[config.mk]
export PLATFORM = sky130hd
export DESIGN_NAME = grdp_datapath
export DESIGN_NICKNAME = d
export VERILOG_FILES = /design/src/rtl/grdp_pkg.sv /design/src/rtl/grdp_alu.sv /design/src/rtl/grdp_regbank.sv /design/src/rtl/grdp_datapath.sv
export SDC_FILE = /design/constraint.sdc
export NUM_CORES = 1
export LEC_CHECK = 0
export ABC_AREA = 1
export BUFFER_PORTS_ARGS = -buffer_cell sky130_fd_sc_hd__clkbuf_2
export CAP_MARGIN = 20
export CORE_ASPECT_RATIO = 1.5
export CORE_MARGIN = 2
export CORE_UTILIZATION = 56
export DETAILED_ROUTE_END_ITERATION = 10
export MAX_ROUTING_LAYER = met4
export PLACE_DENSITY = 0.78
export SETUP_SLACK_MARGIN = 0.1
export SYNTH_ARGS = -nofsm -noshare
export SYNTH_HDL_FRONTEND = slang
export SYNTH_HIERARCHICAL = 1
export SYNTH_SLANG_ARGS = --single-unit
[constraint.sdc]
create_clock -name clk -period 3.7 [get_ports clk]
set_input_delay 0.37 -clock clk [delete_from_list [all_inputs] [get_ports clk]]
set_output_delay 0.37 -clock clk [all_outputs]
set_load 0.01 [all_outputs]
[src/rtl/grdp_pkg.sv]
`timescale 1ns/1ps
package grdp_pkg;
    parameter int WIDTH  = 8;
    parameter int NREG   = 7;
    parameter int SEL_W  = 3;
    parameter int OPR_W  = 4;
    localparam int CTRL_W = 3 * SEL_W + OPR_W;

    typedef logic [WIDTH-1:0] word_t;
    typedef logic [SEL_W-1:0] sel_t;

    typedef enum logic [OPR_W-1:0] {
        OP_PASS = 4'd0,
        OP_INC  = 4'd1,
        OP_ADD  = 4'd2,
        OP_SUB  = 4'd3,
        OP_DEC  = 4'd4,
        OP_AND  = 4'd5,
        OP_OR   = 4'd6,
        OP_XOR  = 4'd7,
        OP_NOT  = 4'd8,
        OP_SHL  = 4'd9,
        OP_SHR  = 4'd10
    } alu_op_e;

    typedef struct packed {
        sel_t              src_a;
        sel_t              src_b;
        logic [OPR_W-1:0]  op;
        sel_t              dest;
    } ctrl_t;

    typedef struct packed {
        word_t value;
        logic  carry;
        logic  zero;
    } alu_res_t;

    function automatic logic is_carry_op(logic [OPR_W-1:0] op);
        return (op == OP_ADD) || (op == OP_SUB);
    endfunction
endpackage

[src/rtl/grdp_alu.sv]
`timescale 1ns/1ps
module grdp_alu
    import grdp_pkg::*;
(
    input  logic              clk,
    input  logic              rst,
    input  word_t             a,
    input  word_t             b,
    input  logic [OPR_W-1:0]  op,
    output alu_res_t          res
);
    logic [WIDTH:0] wide;

    always_comb begin
        wide = '0;
        case (op)
            OP_PASS: wide = {1'b0, a};
            OP_INC:  wide = {1'b0, a + word_t'(1)};
            OP_ADD:  wide = {1'b0, a} + {1'b0, b};
            OP_SUB:  wide = {1'b0, a} - {1'b0, b};
            OP_DEC:  wide = {1'b0, a - word_t'(1)};
            OP_AND:  wide = {1'b0, a & b};
            OP_OR:   wide = {1'b0, a | b};
            OP_XOR:  wide = {1'b0, a ^ b};
            OP_NOT:  wide = {1'b0, ~a};
            OP_SHL:  wide = {1'b0, a[WIDTH-2:0], 1'b0};
            OP_SHR:  wide = {2'b00, a[WIDTH-1:1]};
            default: wide = {1'b0, a};
        endcase
        res.value = wide[WIDTH-1:0];
        res.carry = wide[WIDTH];
        res.zero  = (wide[WIDTH-1:0] == '0);
    end


    carry_only_arith_chk: assert property (@(posedge clk) disable iff (rst)
        !is_carry_op(op) |-> !res.carry);


    unused_op_passes_chk: assert property (@(posedge clk) disable iff (rst)
        (op > OPR_W'(OP_SHR)) |-> (res.value == a));
endmodule

[src/rtl/grdp_regbank.sv]
`timescale 1ns/1ps
module grdp_regbank
    import grdp_pkg::*;
(
    input  logic  clk,
    input  logic  rst,
    input  sel_t  src_a,
    input  sel_t  src_b,
    input  sel_t  dest,
    input  word_t ext_data,
    input  word_t wr_data,
    output word_t bus_a,
    output word_t bus_b
);
    word_t            regs [NREG];
    logic [NREG-1:0]  load;

    always_comb begin
        load = '0;
        for (int i = 0; i < NREG; i++)
            load[i] = (dest == sel_t'(i + 1));
    end

    generate
        for (genvar g = 0; g < NREG; g++) begin : g_reg
            always_ff @(posedge clk) begin
                if (rst)          regs[g] <= '0;
                else if (load[g]) regs[g] <= wr_data;
            end


            hold_unselected_chk: assert property (@(posedge clk) disable iff (rst)
                (dest != sel_t'(g + 1)) |=> $stable(regs[g]));


            write_selected_chk: assert property (@(posedge clk) disable iff (rst)
                (dest == sel_t'(g + 1)) |=> (regs[g] == $past(wr_data)));
        end
    endgenerate

    always_comb begin
        bus_a = ext_data;
        bus_b = ext_data;
        for (int i = 0; i < NREG; i++) begin
            if (src_a == sel_t'(i + 1)) bus_a = regs[i];
            if (src_b == sel_t'(i + 1)) bus_b = regs[i];
        end
    end


    one_load_max_chk: assert property (@(posedge clk) disable iff (rst)
        $onehot0(load));


    ext_on_a_chk: assert property (@(posedge clk) disable iff (rst)
        (src_a == '0) |-> (bus_a == ext_data));
endmodule

[src/rtl/grdp_datapath.sv]
`timescale 1ns/1ps
module grdp_datapath
    import grdp_pkg::*;
(
    input  logic              clk,
    input  logic              rst,
    input  logic [12:0]       ctrl_word,
    input  logic [7:0]        ext_data,
    output logic [7:0]        out_bus,
    output logic              carry_o,
    output logic              zero_o
);
    ctrl_t    cw;
    word_t    bus_a;
    word_t    bus_b;
    alu_res_t res;

    assign cw = ctrl_t'(ctrl_word);

    grdp_regbank u_bank (
        .clk      (clk),
        .rst      (rst),
        .src_a    (cw.src_a),
        .src_b    (cw.src_b),
        .dest     (cw.dest),
        .ext_data (ext_data),
        .wr_data  (res.value),
        .bus_a    (bus_a),
        .bus_b    (bus_b)
    );

    grdp_alu u_alu (
        .clk (clk),
        .rst (rst),
        .a   (bus_a),
        .b   (bus_b),
        .op  (cw.op),
        .res (res)
    );

    assign out_bus = res.value;
    assign carry_o = res.carry;
    assign zero_o  = res.zero;


    zero_flag_chk: assert property (@(posedge clk) disable iff (rst)
        zero_o |-> (out_bus == '0));
endmodule

**Yosys cells after proc, flatten, opt, wreduce, memory -nomap -nowiden**

Memory sizes are Yosys's and may differ from the RTL's.
Index checks and enable logic that the tools add are counted.

- $add $sub $neg: 4
- Reduce and logical (&&, ||, !) cells: 1
- Bitwise gates (word level): 11
- Muxes and demuxes: 45
- Div/mod/pow operators: 0
- Multiply operators: 0
- Shift operators: 0
- $lt $le $gt $ge: 0
- Equality and inequality tests: 31

Operators with widths:

| kind | number |
|---|---|
| 2-to-1 mux 8 bit | 21 |
| one-hot mux 9 bit (10 select lines) | 1 |
| equality test 3 bit, second input constant | 12 |
| 2-to-1 mux 1 bit | 23 |
| equality test 3 x 2 -> 1 bit, second input constant | 6 |
| equality test 4 x 3 -> 1 bit, second input constant | 4 |
| equality test 4 bit, second input constant | 3 |
| adder 8 x 8 -> 9 bit | 1 |
| equality test 3 x 1 -> 1 bit, second input constant | 3 |
| subtractor 8 x 8 -> 9 bit | 1 |
| adder 8 x 1 -> 8 bit, second input constant | 1 |
| AND 8 bit | 1 |
| equality test 4 x 2 -> 1 bit, second input constant | 2 |
| logical NOT 8 bit | 1 |
| NOT 8 bit | 1 |
| OR 8 bit | 1 |
| subtractor 8 x 1 -> 8 bit, second input constant | 1 |
| XOR 8 bit | 1 |
| OR 1 bit | 7 |
| equality test 4 x 1 -> 1 bit, second input constant | 1 |

- Register bits: 0
- Memory bits (writable): 56
- Memories kept: 1
- Bits in latches: 0
- Input port bits: 23
- Output and inout port bits: 10
- Word-level logic and storage cells: 93
- Bits in read-only memories: 0

Memories:

| name | words | width | read ports | clocked after Yosys merged registers in | write ports | line | text |
|---|---|---|---|---|---|---|---|
| u_bank.regs | 7 | 8 | 7 | 0 | 7 | grdp_regbank.sv:15 | `word_t regs [NREG];` |

**Logic depth before layout (Yosys ltp)**

- Depth in word-level cells: 11
- Gate-level depth with buffers: 30
- Mapped depth without buffers: 29

**Modules after synthesis**

The synthesis kept the hierarchy.

Modules (own cells, without submodules):

| module | area each (sq um) | cells an instance | instances |
|---|---|---|---|
| grdp_regbank | 3538.4 | 452 | 1 |
| grdp_alu | 1786.7 | 325 | 1 |

**Worst setup path before layout**

No wires, ideal clock.

- Kind: input port to output port
- Start point: input port ctrl_word[9]
- End point: output port zero_o
- Setup slack: 0.110 ns
- Arrival time: 3.220 ns
- Stages on the path: 26
- Buffers on the path: 0
- Cells stage by stage: inv_2 > nand3_1 > nand2_1 > nand3_1 > nand2_1 > nand3_1 > nand3_1 > nand2_1 > a21oi_1 > inv_1 > ha_1 > inv_1 > nor3_1 > inv_1 > nand2_1 > xor2_1 > inv_1 > ha_1 > a21oi_1 > o21a_1 > nand3_1 > nand3_1 > nand3_1 > nand2_1 > nand2_1 > nor2_1

- Cells in the longest elaborated chain, start to end: 11
- Elaborated cells on any way between the ends: 21
- Those cells by class: add/sub (2); eq/ne (7); mux (8); bitwise (3); reduce/logical (1)

Ends and longest elaborated chain:

| what | line | text |
|---|---|---|
| from (decl) | grdp_datapath.sv:7 | `input logic [12:0] ctrl_word,` |
| equality test 3 x 1 -> 1 bit | grdp_regbank.sv:46 | `if (src_b == sel_t'(i + 1)) bus_b = regs[i];` |
| 2-to-1 mux 8 bit (6 in a row) | grdp_regbank.sv:46 |  |
| 2-to-1 mux 8 bit * | grdp_regbank.sv:46 |  |
| net bus_b[0] | grdp_datapath.sv:15 | `word_t bus_b;` |
| subtractor 8 x 8 -> 9 bit (tied with other cells) | grdp_alu.sv:20 | `OP_SUB: wide = {1'b0, a} - {1'b0, b};` |
| one-hot mux 9 bit (10 select lines) * | grdp_alu.sv:16 | `case (op)` |
| logical NOT 8 bit * | grdp_alu.sv:32 | `res.zero = (wide[WIDTH-1:0] == '0);` |
| to (decl) | grdp_datapath.sv:11 | `output logic zero_o` |

The timed path passes the listed nets; every way through them passes the cells marked *.

**Worst setup path in the final report**

- Start point: input port ctrl_word[7]
- End point: output port zero_o

The elaborated chain is that of the path after synthesis.

==> out/results.ini <==
[outcome]
outcome = finished, violations left
violations = negative setup slack

[placement]
portBuffers = 32
gp_congestion = 1.01
dp_hpwl_um = 14400
dpl_cell_area_um2 = 6250

[logic_synthesis]
synth_xor_area_share_pct = 1.32
synth_nets = 833
synth_top_family_by_area = simple AND/OR/NAND/NOR gates
synth_fa_ha_area_share_pct = 8.04
synth-compound-area-share_pct = 10.4
synthMuxAreaShare_pct = 0
synthSimpleGateAreaFrac_pct = 38.0
yosysUniqueCellTypes = 39
synth_seq_area_share_pct = 31.6
netlist_area_um2 = 5330
ys_seq_elements = 56
syn_inst = 777
syn_area_per_cell_um2 = 6.85
yosys_warnings = 6

[drt]
drt.antenna.violating_nets = 0
top_layer = met4
postRouteWirelength_um = 19000
wl_met2_um = 9320
vias = 6179
vias_per_cell = 5.99
wl_met3_um = 1390
met1_length_um = 6280
drtIter0Drc = 488
routed_wire_length_per_instance_um = 18.4
first_pass_iters = 6
drc_errors = 0

[clock_tree]
clock-root-buffer = clkbuf_16
clk_path_buf_depth = 2
clock_latency_ns = 0.29
htreeDepth = 2
path_clk_slew_ns = 0.06
cts_tree = done
cts_made_buffers = 5
cts_sinks = 56

[timing]
setup_viol_count_final = 10
finalCriticalPeriod_ns = 4.00
tightest_slew_ns = 0.592
skew_ns = 0.00952
maxSlewViolCount = 0
rsz0062_at_grt = true
period_share_pct = 108
relSlewSlack_pct = 60.2
hold_slack_ns = 0.543
setup_tns_ns = -1.14
hold_violations = 0
final.setup.worst_slack_ns = -0.297
fmax_mhz = 250

[critical_path]
crit_required_ns = 3.33
critical_path_class = in2out
critPathLaunchType = input pin
cp-end-kind = primary output
r2r_setup_slack_ns = 0.03
cp.arrival_ns = 3.63
r2r_cells = 27
critPathMaxFanout = 5
reg2reg_from = u_bank/regs[1][1]$_SDFFCE_PN0P_
worstSetupStartpoint = ctrl_word[7]
crit_end = zero_o
timing.rr.end = u_bank/regs[5][6]$_SDFFCE_PN0P_

[finish]
final_cell_mix = nand2_1 (184), nor2_1 (109), buf_4 (100)
n_antenna_cell = 0
nets = 975
final_area_um2 = 7090
layout_commonest_cell = nand2_1
top_register = u_bank/regs
drive_above_1_share_pct = 28.4
area_growth_pct = 33.1
reg.largest.list = u_bank/regs x56
largest_reg_flops = 56

[floorplanning]
ios = 33
rows = 43
die_area_um2 = 10300
core_um2 = 9250
start_util_pct = 57.5
fp.dieH_um = 123
die_w_um = 83.6

[pwr]
internal-power_w = 0.00163
p_comb_share_pct = 51.2
netSwitchingFraction_pct = 37.9
p_leak_nw = 3.52
p_switching_w = 0.000994
p_clk_share_pct = 19.7
ir_worst_vdd_mv = 0.540
power_per_cell_area_nw_per_um2 = 370
seq_power_share_pct = 29.1

[job]
cap_viol_max_count = 0

[worst_hold_path]
hold_path_class = in2reg

[global_routing]
overflow = 0
grtUsageTotal_pct = 36.7
grt_pass1_vias = 5850
grt_max_degree = 17
grt_pass1_wl_um = 28500
antenna_found_initial = 0

[cell type report]
class                           instances  area [um2]
Timing Repair Buffer                  155        1260
Clock inverter                          2        35.0
Clock buffer                            6         129
Inverter                              116         458
Fill cell                             703        2160
Sequential cell                        56        1680
Multi-Input combinational cell        585        3390
Tap cell                              112         140
[cell families after synthesis]
kind of cell	count (synthesis)
fa+ha+maj	33
simple gates	449
compound gates	95
flops	56
xor+xnor	8
buf+inv	136
[power by group through the flow]
stage          sequential, W  combinational, W  clock, W
6_report            0.000763           0.00134  0.000516
5_1_grt             0.000765           0.00143  0.000541
4_1_cts             0.000762           0.00118  0.000525
3_5_place_dp        0.000775           0.00109         0
3_3_place_gp        0.000774           0.00105         0
2_1_floorplan       0.000766          0.000602         0
[synthesized netlist by cell type]
master | n | share of area (%)
inv_4 | 3 | 0.35
inv_1 | 103 | 7.3
a221oi_1 | 3 | 0.49
fa_1 | 2 | 0.75
nand2_4 | 2 | 0.42
o211ai_1 | 8 | 1.1
a21oi_1 | 47 | 4.4
nor3_1 | 6 | 0.56
a22oi_1 | 1 | 0.14
o21bai_1 | 1 | 0.14
clkbuf_1 | 5 | 0.35
inv_2 | 10 | 0.70
nor2_4 | 2 | 0.42
nand4_1 | 21 | 2.5
nor2_1 | 117 | 8.2
or2_2 | 4 | 0.47
ha_1 | 31 | 7.3
o21ai_0 | 16 | 1.5
xor2_1 | 7 | 1.2
nand3b_1 | 7 | 0.99
o22ai_1 | 1 | 0.12
nand3_1 | 76 | 7.1
nor3_4 | 5 | 1.5
a21boi_0 | 1 | 0.14
nand3_2 | 3 | 0.56
a211oi_1 | 1 | 0.14
nor3_2 | 2 | 0.38
edfxtp_1 | 56 | 32
or2_0 | 4 | 0.47
xnor2_1 | 1 | 0.16
o21ai_1 | 4 | 0.38
nand2_1 | 194 | 14
o21ai_2 | 3 | 0.49
nor2_2 | 4 | 0.47
o31ai_1 | 8 | 1.1
buf_6 | 5 | 1.1
o21a_1 | 1 | 0.14
buf_2 | 10 | 0.94
nand2_2 | 2 | 0.23
[metal layers]
metal	track usage, %	vias to the layer above
met5	-	-
met4	32.6	0
met3	4.21	158
met2	63.4	416
met1	36.5	2764
li1	-	2841
[worst min path at each step]
stage               cells after the start                               to  slack (ns)          from
CTS                                     2  u_bank/regs[1][1]$_SDFFCE_PN0P_        0.53  ctrl_word[2]
global route                            2  u_bank/regs[2][2]$_SDFFCE_PN0P_        0.56  ctrl_word[2]
detailed placement                      2  u_bank/regs[1][1]$_SDFFCE_PN0P_        0.84  ctrl_word[2]
floorplan                               3  u_bank/regs[2][0]$_SDFFCE_PN0P_        0.86           rst
finish                                  2  u_bank/regs[2][2]$_SDFFCE_PN0P_        0.54  ctrl_word[2]
global placement                        3  u_bank/regs[4][3]$_SDFFCE_PN0P_        0.98  ctrl_word[2]
[metrics by stage]
| step | util (%) | total power, W | instances | setup WS (ns) |
|---|---|---|---|---|
| finish | 76.6 | 0.00262 | 1032 | -0.297 |
| global route | 76.6 | 0.00274 | 1032 | -0.465 |
| CTS | 72.7 | 0.00247 | 1011 | -0.0712 |
| detailed placement | 67.5 | 0.00186 | 991 | -0.424 |
| global placement | 67.5 | 0.00183 | 990 | -0.343 |
| floorplan | - | 0.00137 | 777 | 0.110 |
[what timing repair did]
action | 4_1_cts | 5_1_grt
resized for setup | 45 | 63
hold buffers | 0 | 0
pin swaps | 9 | 30
setup buffers | 12 | 17
setup endpoints to repair | 37 | 52
[worst max-delay path: stages]
cell,delay [ns]
clkbuf_8,0.14
buf_6,0.13
nor3_4,0.22
inv_2,0.11
buf_12,0.14
buf_6,0.12
nand3_2,0.08
nand2_2,0.07
nand2_4,0.08
a21oi_4,0.07
nor3_2,0.16
inv_1,0.10
buf_4,0.14
nand2_1,0.07
xor2_1,0.15
inv_1,0.08
ha_4,0.30
inv_1,0.07
nand2_1,0.11
nand3_1,0.10
nand3_1,0.12
nand3_2,0.11
nor2_1,0.10
nand2_1,0.08
nor2_1,0.11
nand3_1,0.08
nor2_1,0.09
buf_2,0.13
Note: power is estimated with default switching activity, not from simulation.
